==> src/rtl/reset_pulse_pkg.sv <==
package reset_pulse_pkg;

  typedef enum logic [1:0] {
    PS_IDLE = 2'd0,
    PS_COLD = 2'd1,
    PS_WARM = 2'd2
  } pulseState_e;

  typedef struct packed {
    logic startCold;
    logic startWarm;
    logic finish;
  } pulseStrobes_t;

endpackage

==> src/rtl/reset_pulse_ctrl.sv <==
module reset_pulse_ctrl
  import reset_pulse_pkg::*;
(
  input  logic          clk,
  input  logic          rst,
  input  logic          reqValid,
  input  logic          reqCold,
  input  logic          sysRstSense,
  input  logic          cntZero,
  output pulseStrobes_t strobes,
  output logic          busy
);

  pulseState_e stateQ;
  pulseState_e stateD;

  always_comb begin
    stateD  = stateQ;
    strobes = '0;
    unique case (stateQ)
      PS_IDLE: begin
        if (reqValid) begin
          if (!reqCold) begin
            strobes.startWarm = 1'b1;
            stateD            = PS_WARM;
          end else if (sysRstSense) begin
            strobes.startCold = 1'b1;
            stateD            = PS_COLD;
          end
        end
      end
      PS_COLD, PS_WARM: begin
        if (cntZero) begin
          strobes.finish = 1'b1;
          stateD         = PS_IDLE;
        end
      end
      default: begin
        strobes.finish = 1'b1;
        stateD         = PS_IDLE;
      end
    endcase
  end

  always_ff @(posedge clk) begin
    if (rst) stateQ <= PS_IDLE;
    else     stateQ <= stateD;
  end

  assign busy = (stateQ != PS_IDLE);

endmodule

==> src/rtl/reset_pulse_datapath.sv <==
module reset_pulse_datapath
  import reset_pulse_pkg::*;
#(
  parameter int unsigned COLD_HOLD_CYCLES  = 4_000_000,
  parameter int unsigned WARM_PULSE_CYCLES = 2_000
) (
  input  logic          clk,
  input  logic          rst,
  input  pulseStrobes_t strobes,
  output logic          cntZero,
  output logic          sysRstN,
  output logic          initN
);

  localparam int unsigned MAX_CYCLES = (COLD_HOLD_CYCLES > WARM_PULSE_CYCLES) ?
                                       COLD_HOLD_CYCLES : WARM_PULSE_CYCLES;
  localparam int unsigned CNT_W      = $clog2(MAX_CYCLES + 1);
  localparam logic [CNT_W-1:0] COLD_LOAD = CNT_W'(COLD_HOLD_CYCLES - 1);
  localparam logic [CNT_W-1:0] WARM_LOAD = CNT_W'(WARM_PULSE_CYCLES - 1);

  logic [CNT_W-1:0] cntQ;
  logic             sysRstNQ;
  logic             initNQ;

  // Down-counter: loaded with width-1 on start, release fires when it reads zero.
  always_ff @(posedge clk) begin
    if (rst) begin
      cntQ <= '0;
    end else if (strobes.startCold) begin
      cntQ <= COLD_LOAD;
    end else if (strobes.startWarm) begin
      cntQ <= WARM_LOAD;
    end else if (cntQ != '0) begin
      cntQ <= cntQ - 1'b1;
    end
  end

  always_ff @(posedge clk) begin
    if (rst) begin
      sysRstNQ <= 1'b1;
      initNQ   <= 1'b1;
    end else if (strobes.finish) begin
      sysRstNQ <= 1'b1;
      initNQ   <= 1'b1;
    end else begin
      if (strobes.startCold) sysRstNQ <= 1'b0;
      if (strobes.startWarm) initNQ   <= 1'b0;
    end
  end

  assign cntZero = (cntQ == '0);
  assign sysRstN = sysRstNQ;
  assign initN   = initNQ;

endmodule

==> src/rtl/reset_pulse_top.sv <==
module reset_pulse_top
  import reset_pulse_pkg::*;
#(
  parameter int unsigned CLK_FREQ_HZ       = 200_000_000,
  parameter int unsigned COLD_HOLD_CYCLES  = 4_000_000,
  parameter int unsigned WARM_PULSE_CYCLES = 2_000
) (
  input  logic clk,
  input  logic rst,
  input  logic reqValid,
  input  logic reqCold,
  input  logic sysRstSense,
  output logic sysRstN,
  output logic initN,
  output logic busy
);

  pulseStrobes_t strobes;
  logic          cntZero;

  reset_pulse_ctrl ctrl_i (
    .clk         (clk),
    .rst         (rst),
    .reqValid    (reqValid),
    .reqCold     (reqCold),
    .sysRstSense (sysRstSense),
    .cntZero     (cntZero),
    .strobes     (strobes),
    .busy        (busy)
  );

  reset_pulse_datapath #(
    .COLD_HOLD_CYCLES  (COLD_HOLD_CYCLES),
    .WARM_PULSE_CYCLES (WARM_PULSE_CYCLES)
  ) dp_i (
    .clk     (clk),
    .rst     (rst),
    .strobes (strobes),
    .cntZero (cntZero),
    .sysRstN (sysRstN),
    .initN   (initN)
  );

endmodule

==> config.mk <==
export PLATFORM = sky130hd
export DESIGN_NAME = reset_pulse_top
export DESIGN_NICKNAME = d
export VERILOG_FILES = /design/src/rtl/reset_pulse_pkg.sv /design/src/rtl/reset_pulse_ctrl.sv /design/src/rtl/reset_pulse_datapath.sv /design/src/rtl/reset_pulse_top.sv
export SDC_FILE = /design/constraint.sdc
export NUM_CORES = 1
export LEC_CHECK = 0
export ABC_AREA = 1
export BUFFER_PORTS_ARGS = -buffer_cell sky130_fd_sc_hd__buf_4
export CAP_MARGIN = 20
export CORE_ASPECT_RATIO = 0.75
export CORE_MARGIN = 2
export CORE_UTILIZATION = 40
export CTS_CLUSTER_SIZE = 20
export DETAILED_ROUTE_END_ITERATION = 16
export PLACE_DENSITY = 0.53
export RECOVER_POWER = 25
export SLEW_MARGIN = 20
export SYNTH_ARGS = -nofsm -noshare
export SYNTH_HDL_FRONTEND = slang
export SYNTH_HIERARCHICAL = 1
export SYNTH_SLANG_ARGS = --single-unit
==> constraint.sdc <==
create_clock -name clk -period 1.8 [get_ports clk]
set_input_delay 0.27 -clock clk [delete_from_list [all_inputs] [get_ports clk]]
set_output_delay 0.27 -clock clk [all_outputs]
set_load 0.01 [all_outputs]
# Word level (Yosys, flattened, before mapping)
# Cells that the tools add are included.
# classes
n_eq_ne,5
reduce_logical,11
n_mux,15
add_sub_neg,1
# op_table
operator,n
$mux 22,3
$logic_not 22->1,1
$reduce_bool 22->1,1
$sub 22x1->22 const B,1
$mux 2,6
$reduce_or 2->1,3
$mux 1,4
$ne 2x2->1 const B,2
$pmux 2 s2,1
$reduce_bool 2->1,2
$ne 3x3->1 const B,1
$reduce_and 3->1,1
$reduce_bool 3->1,1
$reduce_or 3->1,1
$eq 2x1->1 const B,1
$eq 2x2->1 const B,1
$logic_not 2->1,1
$pmux 1 s2,1
# totals
wordCells,38
regBits,26

# Longest topological paths before layout
# Gate-level depths: netlist of run 1.
# logic_depth
ltp_word,6
ltp_mapped,11
ltp_nobuf,11

# Modules after synthesis
# Netlist of run 1, hierarchy kept.
# by_module_without_submodules
mod,seq_area_each_um2,area_per_inst_um2,cells_each,n_inst
reset_pulse_datapath,480.5,1514.0,223,1
reset_pulse_ctrl,40.0,186.4,29,1

# Least setup slack after synthesis of run 1
# OpenSTA, ideal clock, no wires.
# synth_path
path_type,register -> register
from,register ctrl_i.stateQ[0]
to,register dp_i.cntQ[16]
path_stages_with_launch,10
n_path_buf,0
slack_ps,401
period_less_slack_ps,1399
t_arrival_ps,1271
path_cell_list,dfxtp_1 -> inv_1 -> ha_1 -> inv_1 -> nor3_1 -> inv_1 -> nand2_1 -> inv_2 -> a21oi_2 -> nor2_1
# synth_lines
element,line,source
"start, declared",reset_pulse_ctrl.sv:14,pulseState_e stateQ;
"start signal, assigned",reset_pulse_ctrl.sv:47,else stateQ <= stateD;
"end signal, assigned",reset_pulse_datapath.sv:34,cntQ <= cntQ - 1'b1;
"end, declared",reset_pulse_datapath.sv:21,logic [CNT_W-1:0] cntQ;

==> results of run 1 <==
-- cells in the final DEF (no fill, tap or decap), types with 5 or more instances in the layout --
cell type | synthesis | final
nand2_1 | 55 | 55
nor2_1 | 37 | 37
inv_1 | 28 | 29
dfxtp_1 | 26 | 26
nand3_1 | 24 | 24
a21oi_1 | 14 | 14
nor2_2 | 11 | 11
nand2_2 | 6 | 6
buf_4 | 0 | 6
nor2_4 | 5 | 5
xor2_1 | 5 | 5
-- per-stage QoR --
step	area [sq um]	utilization (%)	std cells	hold WS, ns	setup WS [ns]
3_5_place_dp	1820	44.7	314	0.439	0.238
2_1_floorplan	1700	-	252	0.332	0.401
6_report	1850	45.4	317	0.281	0.205
3_3_place_gp	1820	44.7	314	0.436	0.216
5_1_grt	1850	45.4	317	0.293	0.0426
4_1_cts	1870	45.7	317	0.273	0.210
-- metal layers --
layer	up-vias	wire length (microns)
met5	-	0
met4	0	32
met3	5	190
met2	26	1470
met1	647	2200
li1	809	-
-- critical path: stages (launching register included) --
cell and delay, ns:
dfxtp_1 0.33, inv_1 0.08, ha_1 0.19, inv_1 0.08
nor3_1 0.30, inv_1 0.16, nand2_1 0.11, inv_2 0.09
a21oi_2 0.12, nor2_1 0.04
-- how the worst max path moves through the flow --
stage	start	to	depth (start not counted)
2_1_floorplan	ctrl_i/stateQ[0]$_SDFFE_PP0P_	dp_i/cntQ[16]$_SDFFE_PP0P_	9
3_3_place_gp	ctrl_i/stateQ[0]$_SDFFE_PP0P_	dp_i/cntQ[1]$_SDFFE_PP0P_	9
3_5_place_dp	ctrl_i/stateQ[0]$_SDFFE_PP0P_	dp_i/cntQ[16]$_SDFFE_PP0P_	9
4_1_cts	ctrl_i/stateQ[0]$_SDFFE_PP0P_	dp_i/cntQ[16]$_SDFFE_PP0P_	9
5_1_grt	dp_i/cntQ[0]$_SDFFE_PP0P_	dp_i/cntQ[0]$_SDFFE_PP0P_	9
6_report	ctrl_i/stateQ[0]$_SDFFE_PP0P_	dp_i/cntQ[16]$_SDFFE_PP0P_	9
-- layout make-up --
class	count	area [sq um]	area share, %
multi-input combinational	190	1040	56.0
clock buffer	3	41.3	2.23
inverter	33	124	6.69
tap	55	68.8	3.72
timing repair buffer	10	60.1	3.25
sequential	26	520	28.1
-- power by group --
group | leakage [nW] | internal (mW) | switching, mW
combinational | 0.671 | 0.805 | 1.40
sequential | 0.214 | 0.765 | 0.210
clock | 0.0216 | 0.150 | 0.179
total | 0.906 | 1.72 | 1.79
-- registers in the layout, indices dropped and copies added (netlist names) --
signal / cells
dp_i/cntQ: 22
ctrl_i/stateQ: 2
dp_i/initN: 1
dp_i/sysRstN: 1
-- cells by family (layout without fill, tap and decap cells) --
group | after synthesis | in the layout | share of synthesized area [%]
adders and majority gates | 4 | 4 | 2.94
xor gates and xnor gates | 9 | 9 | 4.64
and+or+nand+nor | 157 | 157 | 46.7
DFF | 26 | 26 | 30.6
AOI/OAI and AO/OA | 20 | 20 | 6.70
buffers and inverters | 36 | 46 | 8.46
==> results.txt, run 1 <==
The highest clock rate came out at 0.627 GHz. The number of primary I/O pins came out at 8. The max-cap check violation count came out at 0. The most area-hungry cell type in the Yosys netlist is dfxtp_1. Setup repair after global routing left no endpoint under its margin. The proportion of layout cells with a drive suffix above 1 is 18.3%. The count of antenna diodes in the layout is 0. The number of nets in the synthesized netlist is 261. The required time of the critical path is 1.97 ns.

The quantity of I/O buffers inserted on ports came out at 7. During synthesis, Yosys emitted a total of 6 warnings. The startpoint class of the critical path is a register. The chip height came out at 60.5 microns. The number of cell instances on the worst register-to-register path came out at 9. The standard cell core area came out at 4080 sq um. The commonest register cell after synthesis is dfxtp_1. The run finished with clean final reports. A synthesized cell averages 6.75 sq um. After clock tree synthesis, the clock-pin slew on the worst setup and hold paths is 0.09 ns.

The via count came out at 1487. After global routing, the most crowded layer is met1. In this run, synthesis inferred 0 flip-flops with an integrated enable. The largest driver fanout on the critical path is 8. The number of setup buffers added after CTS came out at 0. The endpoint class of the critical path is a register. The count of final max-slew check failures came out at 0. The worst path arrival time is 1.76 ns. Entering global routing, the biggest net connects 16 pins. The met2 track utilization from global routing came out at 25.8%.

After layout, the minimum clock period comes to 1.59 ns. The initial core utilization is 41.7%. The relative area change from synthesis to final layout is 8.83%. The die footprint came out at 4790 sq um.

The portion of synthesized cell area occupied by the leading cell type is 30.6%. The startpoint identified for the worst hold timing path is rst. The met3 demand-to-capacity share in global routing came out at 4.02%. The cell area power density is 1900 nW/um^2. The number of buffers added to fix hold violations after cts came out at 0. The category of the most critical setup path is register to register. The path category of the worst min-delay check is primary input to register. The worst register-to-register path ends at dp_i/cntQ[16]$_SDFFE_PP0P_. The number of instances resized during post-cts repair is 0. The total routing usage reported by global routing is 18.1%.

The worst hold path terminates at ctrl_i/stateQ[1]$_SDFFE_PP0P_. The netlist area before placement is 1700 sq um. The clock sink count came out at 26. The average via count per standard cell is 4.69. The via count of the first global-routing pass was 1326. The floorplan row count came out at 20. The final total power is 3.51 mW.

The half-perimeter wire length after placement came out at 3100 microns. The proportion of register bits with asynchronous set or reset after synthesis is 0%. The leading cell type by number of instances after synthesis is nand2_1.

The slew of the pin with the lowest slew margin came out at 0.423 ns. The number of filler instances in the final layout came out at 416. The die extent in x came out at 79.3 microns. The share of the clock period used by the worst path is 88.6%.

The count of nets after finishing is 273. Counting instances, the worst hold path has a depth of 2. The tree is rooted in a clkbuf_8. After synthesis, the cell types taking the most area are dfxtp_1 31%, nand2_1 12%, nor2_1 8.2%. The total CTS buffers came out at 3. VDD sags by at most 686 uV. The reg2reg setup slack came out at 0.21 ns. The count of nets left with antenna violations after detail routing came out at 0. The number of levels in the clock H-tree came out at 1.

The first-pass detailed-route iteration total came out at 4. The number of buffers between clock root and the deepest sink came out at 2. The final clock skew came out at 0.00422 ns. The final hold violation count is 0. For this block, the routed nets add up to 3900 microns of wire. The flip-flop and latch count after synthesis came out at 26. The final number of setup-violating endpoints came out at 0. The met1 capacity usage during global routing is 27.7%.

In the final timing run, aggregate negative setup slack is 0 ns. The residual overflow from global routing is 0. The share of the yosys chip area belonging to registers is 30.6%. TritonCTS built the clock tree. The post-detailed-route DRC marker count came out at 0.

The source-to-sink clock delay at the later pin of the worst-skew pair came out at 0.27 ns. The startpoint identified for the worst register-to-register timing path is ctrl_i/stateQ[0]$_SDFFE_PP0P_. In the synthesized netlist, the cells that appear most often are 55 x nand2_1, 37 x nor2_1, 28 x inv_1, 26 x dfxtp_1, 24 x nand3_1. The wire length per cell after detailed routing came out at 12.3 microns. The global-route wire length before repair came out at 6570 microns. The number of antenna violations at the first check in global routing came out at 0. The violation count after the first detailed-route iteration came out at 69.

The placer's final routability congestion estimate came out at 0.809. The static power due to leakage is 0.906 nW. The cell count after synthesis came out at 252.

The distinct cell type count of the synthesized netlist is 29. In this run the tightest slew margin relative to its limit is 71.8%.
Note: power is estimated with default switching activity, not from simulation.
==> run 2: changes to the inputs <==
Settings changed: ABC_AREA 1 to 0.
==> run 2 against run 1 <==
Compared with the run above: the run now ends with setup timing left; fmax down 25%; register-to-register slack worse by 0.52 ns; sequential power shrank 18%; area after synthesis is 16% lower; routed wire length is 0.51% higher; final area increased by 18%.
==> results.txt, run 2 <==
Result of the run: complete, but fails checks (was finished, final reports clean). The checks that failed: setup timing. The flip-flop and latch count after synthesis is 26 (unchanged).

Most used standard cells in the synthesized netlist: 26 x dfxtp_1, 16 x nor2_1, 14 x xnor2_1, 13 x a21oi_1, 9 x inv_1 (was 55 x nand2_1, 37 x nor2_1, 28 x inv_1, 26 x dfxtp_1, 24 x nand3_1). The clock sink count is 26 (unchanged). The setup slack of the critical path after layout came out at -0.315 ns (was 0.205 ns). The portion of synthesized cell area occupied by the leading cell type is 36.4% (was 30.6%).

The post-detailed-routing wire length came out at 3920 microns (was 3900 microns). The floorplan row count is 18 (was 20). The path category of the worst min-delay check is primary input to register (unchanged). The count of nets left with antenna violations after detail routing is 0 (unchanged). The final number of setup-violating endpoints is 25 (was 0). The share of the yosys chip area belonging to registers was 36.4% (was 30.6%). The number of levels in the clock H-tree was 1 (unchanged). The number of enable-type register cells in the synthesized netlist is 0 (unchanged). The highest clock rate is 0.473 GHz (was 0.627 GHz). The highest ir drop seen on vdd is 724 uV (was 686 uV). The mean area per synthesized cell is 8.93 sq um (was 6.75 sq um). The number of buffers between clock root and the deepest sink is 2 (unchanged). The routed metal-1 wire length came out at 1940 microns (was 2200 microns). The most common cell after layout, fill and taps aside was buf_4 (was nand2_1).

The residual overflow from global routing came out at 0 (unchanged). The final hold slack came out at 0.296 ns (was 0.281 ns). The required time of the critical path came out at 2.02 ns (was 1.97 ns).

The die extent in x came to 73.0 microns (was 79.3 microns). The slew of the pin with the lowest slew margin is 0.478 ns (was 0.423 ns). The count of nets after finishing was 223 (was 273).

The category of the most critical setup path is register to register (unchanged). The commonest register cell after synthesis is dfxtp_1 (unchanged). The met2 wire length was 1830 microns (was 1470 microns).

The placer's final routability congestion estimate was 0.841 (was 0.809). The static power due to leakage came out at 0.864 nW (was 0.906 nW). The max-cap check violation count is 0 (unchanged). The number of cells produced by synthesis came out at 160 (was 252). The startpoint class of the critical path is a register (unchanged). The proportion of register bits with asynchronous set or reset after synthesis is 0% (unchanged). The proportion of layout cells with a drive suffix above 1 is 46.5% (was 18.3%). The die footprint is 4070 sq um (was 4790 sq um).

The violation count after the first detailed-route iteration came to 56 (was 69). The count of antenna diodes in the layout is 0 (unchanged). The half-perimeter wire length after placement came out at 2730 microns (was 3100 microns). The shortest period the worst path allows is 2.12 ns (was 1.59 ns). The via count of the first global-routing pass came out at 1362 (was 1326). The worst slew margin relative to its limit is 68.0% (was 71.8%).

The root cell of the clock tree is clkbuf_8 (unchanged). The total met3 wirelength after detailed routing was 103 microns (was 190 microns). Commonest cells after routing, fill and taps aside: 44 x buf_4, 23 x dfxtp_1, 14 x nor2_1 (was 55 x nand2_1, 37 x nor2_1, 29 x inv_1). The register with the most flip-flops is dp_i/cntQ (unchanged). The largest net degree at the start of global routing is 22 (was 16). The worst path arrival time is 2.33 ns (was 1.76 ns).

Setup repair after global routing missed its margin: true (was false). The number of antenna violations at the first check in global routing came out at 0 (unchanged). The number of primary I/O pins came out at 8 (unchanged). The global-route wire length before repair is 6520 microns (was 6570 microns). The average via count per standard cell came out at 5.47 (was 4.69). The total CTS buffers is 3 (unchanged). The total routing usage reported by global routing was 20.4% (was 18.1%). The number of nets produced by synthesis is 169 (was 261). The relative area change from synthesis to final layout came to 52.8% (was 8.83%). The chip height is 55.8 microns (was 60.5 microns). The initial core utilization is 42.6% (was 41.7%). The uppermost metal layer occupied by signal nets was met4 (unchanged). The TritonCTS clock tree is built (unchanged). The largest driver fanout on the critical path is 4 (was 8). Cell chain of the critical path: or4_4 > nor4b_4 > and3_4 > nor2b_2 > or4b_1 > a21oi_1 (was inv_1 > ha_1 > inv_1 > nor3_1 > inv_1 > nand2_1 > inv_2 > a21oi_2 > nor2_1). Biggest area contributors in the synthesized netlist: dfxtp_1 36%, xnor2_1 8.6%, a21oi_1 4.6% (was dfxtp_1 31%, nand2_1 12%, nor2_1 8.2%). The via count came out at 1383 (was 1487).

The most area-hungry cell type in the Yosys netlist is dfxtp_1 (unchanged). The total negative slack for setup checks came out at -3.72 ns (was 0 ns). The first-pass detailed-route iteration total is 4 (unchanged). The post-detailed-route DRC marker count is 0 (unchanged). The final clock skew is 0.0124 ns (was 0.00422 ns).

The number of warnings reported in the yosys synthesis log came out at 6 (unchanged). The leading cell type by number of instances after synthesis is dfxtp_1 (was nand2_1). The distinct cell type count of the synthesized netlist came to 44 (was 29). The netlist area before placement is 1430 sq um (was 1700 sq um).

Largest registers in the final layout: dp_i/cntQ x22, ctrl_i/stateQ x2 (unchanged). The largest stage delay on the critical path came out at 0.56 ns (was 0.33 ns). The share of the clock period used by the worst path is 118% (was 88.6%). The cell area power density is 1400 nW/um^2 (was 1900 nW/um^2). The number of flip-flops under the largest register name came out at 22 (unchanged). The quantity of I/O buffers inserted on ports was 7 (unchanged). The final hold violation count is 0 (unchanged).

The standard cell core area is 3360 sq um (was 4080 sq um). The post-CTS clock slew at the launch and capture registers of the worst setup and hold paths is 0.10 ns (was 0.09 ns). The wire length per cell after detailed routing is 15.5 microns (was 12.3 microns). The endpoint class of the critical path is a register (unchanged). The count of final max-slew check failures came out at 0 (unchanged). The source-to-sink clock delay at the later pin of the worst-skew pair came out at 0.28 ns (was 0.27 ns). The critical path's slowest cell is or4_4 (was dfxtp_1).
==> run 2: timing repair <==
action	in CTS	in global routing
gates resized for setup	42	10
buffers inserted	10	2
pin swaps	18	15
gates cloned	0	0
setup endpoints to repair	22	25
hold buffers	0	0
==> run 2: where the power goes <==
part           internal, mW  switching, mW  leakage, nW  total, mW
clock                 0.196          0.189       0.0288      0.385
combinational         0.970          0.897        0.620       1.87
sequential            0.692          0.105        0.215      0.797
total                  1.86           1.19        0.864       3.05
==> run 2: through the flow <==
step	utilization (%)	area (sq um)	std cells	setup WS (ns)	power [mW]
2_1_floorplan	-	1480	160	-0.372	1.60
3_3_place_gp	54.3	1820	240	-0.262	2.07
3_5_place_dp	54.3	1820	240	-0.280	2.09
4_1_cts	63.3	2120	252	-0.287	2.94
5_1_grt	65.1	2180	253	-0.415	3.25
6_report	65.1	2180	253	-0.315	3.05
==> run 2: layout make-up <==
class,count,area [sq um]
Inverter,9,33.8
Multi-Input combinational cell,120,1070
Timing Repair Buffer,54,448
Tap cell,40,50.0
Clock buffer,4,55.1
Sequential cell,26,524
Fill cell,269,1170
==> run 2: logic make-up (layout without fill, tap and decap cells) <==
group | count (synthesis) | in the layout | share of synthesized area (%)
buffers and inverters | 14 | 67 | 4.82
adders and majority gates | 4 | 4 | 3.50
DFF | 26 | 26 | 36.4
muxes | 1 | 1 | 0.788
AOI/OAI and AO/OA | 35 | 35 | 16.4
xor gates and xnor gates | 15 | 15 | 9.19
and+or+nand+nor | 65 | 65 | 28.9
==> run 2: metal layers <==
layer	up-vias	GRT usage [%]
met5	-	0
met4	0	3.17
met3	6	4.35
met2	18	33.1
met1	668	28.0
li1	691	-
==> run 2: worst max-delay path: cells and delay by family, from the launching register on <==
family / cells / cell delay (ns)
compound gates: 1 / 0.13
simple gates: 5 / 1.61
flops: 1 / 0.33
==> run 2: final timing paths <==
kind                                            startpoint  slack [ns]  cells past startpoint                             to
worst min register to register   dp_i/sysRstN$_SDFFE_PP1P_        0.46                      2      dp_i/sysRstN$_SDFFE_PP1P_
worst max register to register  dp_i/cntQ[15]$_SDFFE_PP0N_       -0.32                      6  ctrl_i/stateQ[1]$_SDFFE_PP0P_
worst max-delay path            dp_i/cntQ[15]$_SDFFE_PP0N_       -0.32                      6  ctrl_i/stateQ[1]$_SDFFE_PP0P_
worst min-delay path                               reqCold        0.30                      3  ctrl_i/stateQ[1]$_SDFFE_PP0P_
